<file path="src/rtl/mshr_target_queue.sv">
module mshr_target_queue #(
  parameter int DEPTH = 8,
  parameter int ID_W  = 8,
  parameter int TS_W  = 16
) (
  input  logic            clk,
  input  logic            rst_n,
  input  logic            app_valid,
  input  logic            app_snoop,
  input  logic [ID_W-1:0] app_id,
  input  logic [TS_W-1:0] app_time,
  output logic            app_stall,
  input  logic            rsp_valid,
  input  logic            rsp_inval,
  output logic            inval_head_bad,
  output logic            out_valid,
  input  logic            out_ready,
  output logic            out_snoop,
  output logic [ID_W-1:0] out_id,
  output logic [TS_W-1:0] out_time,
  output logic            rereq,
  output logic            freed
);
  localparam int CW = $clog2(DEPTH + 1);
  localparam int IW = $clog2(DEPTH);

  logic [DEPTH-1:0] snp_q, mark_q, snp_n, mark_n;
  logic [ID_W-1:0]  id_q [DEPTH];
  logic [ID_W-1:0]  id_n [DEPTH];
  logic [TS_W-1:0]  ts_q [DEPTH];
  logic [TS_W-1:0]  ts_n [DEPTH];
  logic [CW-1:0]    cnt, cnt_n, wpos;
  logic             busy;
  logic [IW-1:0]    pidx, fcpu;
  logic             cpu_found;
  logic             pop, push, take;

  assign app_stall      = (cnt == CW'(DEPTH));
  assign out_valid      = busy && (|mark_q);
  assign pop            = out_valid && out_ready;
  assign push           = app_valid && !app_stall;
  assign take           = rsp_valid && !busy && (cnt != '0);
  assign inval_head_bad = take && rsp_inval && snp_q[0];
  assign out_snoop      = snp_q[pidx];
  assign out_id         = id_q[pidx];
  assign out_time       = ts_q[pidx];
  assign wpos           = cnt - CW'(pop);
  assign cnt_n          = cnt - CW'(pop) + CW'(push);

  always_comb begin
    pidx      = '0;
    fcpu      = '0;
    cpu_found = 1'b0;
    for (int i = DEPTH - 1; i >= 0; i--) begin
      if (mark_q[i]) pidx = IW'(i);
      if (i < int'(cnt) && !snp_q[i]) begin
        fcpu      = IW'(i);
        cpu_found = 1'b1;
      end
    end
  end

  always_comb begin
    for (int i = 0; i < DEPTH; i++) begin
      if (pop && i >= int'(pidx)) begin
        if (i < DEPTH - 1) begin
          snp_n[i]  = snp_q[(i + 1) % DEPTH];
          mark_n[i] = mark_q[(i + 1) % DEPTH];
          id_n[i]   = id_q[(i + 1) % DEPTH];
          ts_n[i]   = ts_q[(i + 1) % DEPTH];
        end else begin
          snp_n[i]  = 1'b0;
          mark_n[i] = 1'b0;
          id_n[i]   = '0;
          ts_n[i]   = '0;
        end
      end else begin
        snp_n[i]  = snp_q[i];
        mark_n[i] = mark_q[i];
        id_n[i]   = id_q[i];
        ts_n[i]   = ts_q[i];
      end
      if (take)
        mark_n[i] = (i < int'(cnt)) &&
                    (!rsp_inval || snp_q[i] || (cpu_found && i == int'(fcpu)));
      if (push && i == int'(wpos)) begin
        snp_n[i]  = app_snoop;
        mark_n[i] = 1'b0;
        id_n[i]   = app_id;
        ts_n[i]   = app_time;
      end
    end
  end

  always_ff @(posedge clk) begin
    if (!rst_n) begin
      cnt    <= '0;
      busy   <= 1'b0;
      rereq  <= 1'b0;
      freed  <= 1'b0;
      snp_q  <= '0;
      mark_q <= '0;
      for (int i = 0; i < DEPTH; i++) begin
        id_q[i] <= '0;
        ts_q[i] <= '0;
      end
    end else begin
      cnt    <= cnt_n;
      snp_q  <= snp_n;
      mark_q <= mark_n;
      for (int i = 0; i < DEPTH; i++) begin
        id_q[i] <= id_n[i];
        ts_q[i] <= ts_n[i];
      end
      rereq <= busy && (mark_n == '0) && (cnt_n != '0);
      freed <= busy && (mark_n == '0) && (cnt_n == '0);
      if (take)                         busy <= 1'b1;
      else if (busy && mark_n == '0)    busy <= 1'b0;
    end
  end

  p_cap_r2: assert property (@(posedge clk) disable iff (!rst_n)
    cnt <= CW'(DEPTH));
  p_stall_r2: assert property (@(posedge clk) disable iff (!rst_n)
    app_stall |=> cnt <= $past(cnt));
  p_hold_r7: assert property (@(posedge clk) disable iff (!rst_n)
    out_valid && !out_ready |=> out_valid && $stable(out_id) &&
    $stable(out_time) && $stable(out_snoop));
  p_end_pulse_r5: assert property (@(posedge clk) disable iff (!rst_n)
    $fell(busy) |-> (rereq || freed));
  p_pulse_once_r5: assert property (@(posedge clk) disable iff (!rst_n)
    (rereq || freed) |=> !(rereq || freed));
  p_pulse_excl_r5: assert property (@(posedge clk) disable iff (!rst_n)
    !(rereq && freed));
  p_empty_rsp_r10: assert property (@(posedge clk) disable iff (!rst_n)
    rsp_valid && !busy && cnt == '0 |=> !out_valid);
endmodule

</file>
<file path="config.mk">
export PLATFORM = sky130hd
export DESIGN_NAME = mshr_target_queue
export DESIGN_NICKNAME = d
export VERILOG_FILES = /design/src/rtl/mshr_target_queue.sv
export SDC_FILE = /design/constraint.sdc
export NUM_CORES = 1
export LEC_CHECK = 0
export ABC_AREA = 1
export BUFFER_PORTS_ARGS = -buffer_cell sky130_fd_sc_hd__buf_2
export CAP_MARGIN = 10
export CORE_ASPECT_RATIO = 0.6
export CORE_MARGIN = 2
export CORE_UTILIZATION = 35
export DETAILED_ROUTE_END_ITERATION = 6
export PLACE_DENSITY = 0.52
export SLEW_MARGIN = 20
export SYNTH_ARGS = -nofsm -noshare
export SYNTH_HDL_FRONTEND = slang
export SYNTH_SLANG_ARGS = --single-unit
export TNS_END_PERCENT = 5
</file>
<file path="constraint.sdc">
create_clock -name clk -period 6 [get_ports clk]
set_input_delay 0.3 -clock clk [delete_from_list [all_inputs] [get_ports clk]]
set_output_delay 0.3 -clock clk [all_outputs]
set_load 0.02 [all_outputs]
</file>
==> impl_results.md <==
* Status: complete, no violations
* Area Growth Syn to Fin at 9.33%
* Share of the yosys chip area belonging to registers at 38.8%
* GRT overflow at 0
* Dpl ws at 1.32 ns
* Worst Tran Pin Value at 0.912 ns
* Iteration-0 DRC Markers at 1167
* Vias at 11400
* Crit path DAT at 5.08 ns
* Hold WC Path Type: primary input to flop
* Die Area at 35000 µm²
* Net Count, Synth at 1735
* Cell area after synthesis at 11700 µm²
* Post-synthesis mux area share at 0%
* Post-Synth XOR/XNOR Area at 0.288%
* Final WS setup at 1.28 ns
* CP Buf/Inv Count at 5
* Max Root-Sink Buffers at 3
* Main combinational cell family by area after synthesis: compound AO/OA/AOI/OAI gates
* IO Pins at 61
* Crit path launch type: flop
* DRT Wirelength at 41000 µm
* Number of global-route vias before repair at 10400
* Initial antenna violation count at 2
* Largest net degree at the start of global routing at 90
* Clock transition at the registers of the reported paths at 0.07 ns
* TritonRoute pass-1 iters at 5
* Chip height at 146 µm
* Share of layout cells above drive strength 1 at 9.59%
* Slew HR at 39.0%
* Post-CTS Setup Bufs at 0
* First-pass GRT wire length at 63900 µm
* RD Place Congestion at 0.911
* # hold bufs at CTS at 0
* Synth Area in Simple Gates at 21.6%
* Setup-failing EPs final at 0
* Tot GR Track Use at 23.3%
* Number of synthesized flops with an enable pin at 24
* Period Utilization, post-route at 78.6%
* DRC Markers at 0
* Initial Util at 35.9%
* Synth Area in Compound Gates at 28.5%
* Final Net Count at 1687
* Distinct cells, synth at 42
* Crit-path slowest cell: nand2_2
* Commonest cells in the synthesized netlist: nand2_1 (285), o21ai_0 (242), nor2_1 (238), dfxtp_1 (191), inv_1 (128)
* Routed wire per std cell at 19.4 µm
* Clock Latency Late Sink at 0.53 ns
* Synth Area per Inst at 6.89 µm²
* ANT nets after route at 0
* Max Cap Viol at 0
* Setup TNS at 0 ns
* CP max FO at 50
* Clk sinks at 215
* DP Wirelength at 25800 µm
* Yosys top cell by area: dfxtp_1
* Fraction of registers with async set/reset at 0%
* Register bit count reported by yosys at 215
* PostCTS Resize Cnt at 0
* Vias per cell at 5.40
* Reg2Reg Setup Slack at 1.28 ns
* Cells after synthesis at 1700
* CP Cell Sequence: inv_2, nand2_1, nor3_1, nand2_1, nand3_2, inv_1, ha_1, ha_1, xnor2_2, nor2_4, inv_6, nor2_4, buf_4, inv_2, nand2_2, o21ai_0, a31oi_1
* Yosys warning count at 0
* Core Rows at 51
* RSZ-0062 raised after global routing: no
* Hold Violations, Final at 0
* Top delay family on crit path: simple AND/OR/NAND/NOR gates
* Crit. End Element: flop
* Total CTS buffers at 23
* CTS H-Tree Depth at 1
* Share of Yosys cell area claimed by the top area cell type at 32.6%
* Clk_skew at 0.0136 ns
* Adder-Cell Fraction of Synth Area at 0.427%
* Core area at 32700 µm²
* Fin crit period at 4.72 ns
* Ant. Diodes at 0
* Max-slew violations at 0
* Achievable Freq at 212 MHz
* Critical path required time at 6.36 ns
* Most common cell in the synthesized netlist: nand2_1
* Clock root buffer: clkbuf_16
* Port Buffers at 60
* Synth top area cells: dfxtp_1 (33%), o21ai_0 (10%), nand2_1 (9.1%)
* Die Wd at 240 µm
* Critical path class: flop to flop
* CTS tree: done
* CP max stage delay at 0.67 ns
* Main flop type after synthesis: dfxtp_1
-- tightest hold or removal path: stages --
cell and delay (ns):
buf_2 0.16, nand2_1 0.08, a21oi_1 0.05
-- cells by family (layout without fill, tap and decap cells) --
kind of cell | count (synthesis) | count (layout)
fa+ha+maj | 4 | 4
compound gates | 581 | 581
flops | 215 | 215
buf+inv | 293 | 261
xor+xnor | 3 | 3
simple gates | 604 | 604
-- registers in the layout, indices dropped and copies added, names as in the netlist --
name,count
busy,1
cnt,4
freed,1
id_q,64
mark_q,8
rereq,1
snp_q,8
ts_q,128
-- placed cells by master, fill, tap and decap left out, types with 5 or more instances in the layout --
cell       count
nor3_1         5
inv_4          6
a221oi_1      16
nand2_2        5
inv_1        127
nor2_1       237
a31oi_1       75
nor2_4        10
a21oi_1      121
nand3_1       46
a211oi_1     100
nand2_1      283
inv_2         12
clkinv_2       5
o21ai_0      242
dfxtp_1      191
buf_2         60
edfxtp_1      24
clkbuf_16     23
buf_4         14
o21ai_1       19
nand3_2        5
-- final cells by class --
class,instances,area (µm²)
multi-input cells,1192,5970
flip-flops and latches,215,4540
well taps,450,563
clock inverters,11,115
fillers,3475,19900
clock buffers,30,632
repair buffers,75,425
inverters,145,558
-- stage by stage --
stage	area [µm²]	utilization, %	cells	hold slack [ns]
floorplan	11700	-	1700	0.454
global placement	12100	36.9	2077	0.471
detailed placement	12100	36.9	2077	0.471
CTS	12800	39.2	2118	0.0901
global route	12800	39.2	2118	0.108
finish	12800	39.2	2118	0.114
-- routing by layer --
metal | share of wire [%] | up-vias | routed length [µm] | track usage [%]
met5 | 0 | - | 0 | 0
met4 | 1.9 | 0 | 768 | 4.84
met3 | 8.9 | 49 | 3660 | 5.52
met2 | 37 | 423 | 15100 | 29.9
met1 | 52 | 5292 | 21500 | 38.0
li1 | - | 5676 | - | -
-- final timing paths --
| kind | start | depth (start not counted) | end |
|---|---|---|---|
| max reg2reg | mark_q[0] | 17 | ts_q[4][7] |
| min reg2reg | id_q[3][3] | 2 | id_q[3][3] |
| max | mark_q[0] | 17 | ts_q[4][7] |
| min | app_time[14] | 3 | ts_q[5][14] |
Power is left out: the tool's default activity adds up to more than one toggle a clock period on the data nets, which glitch-free logic cannot reach.
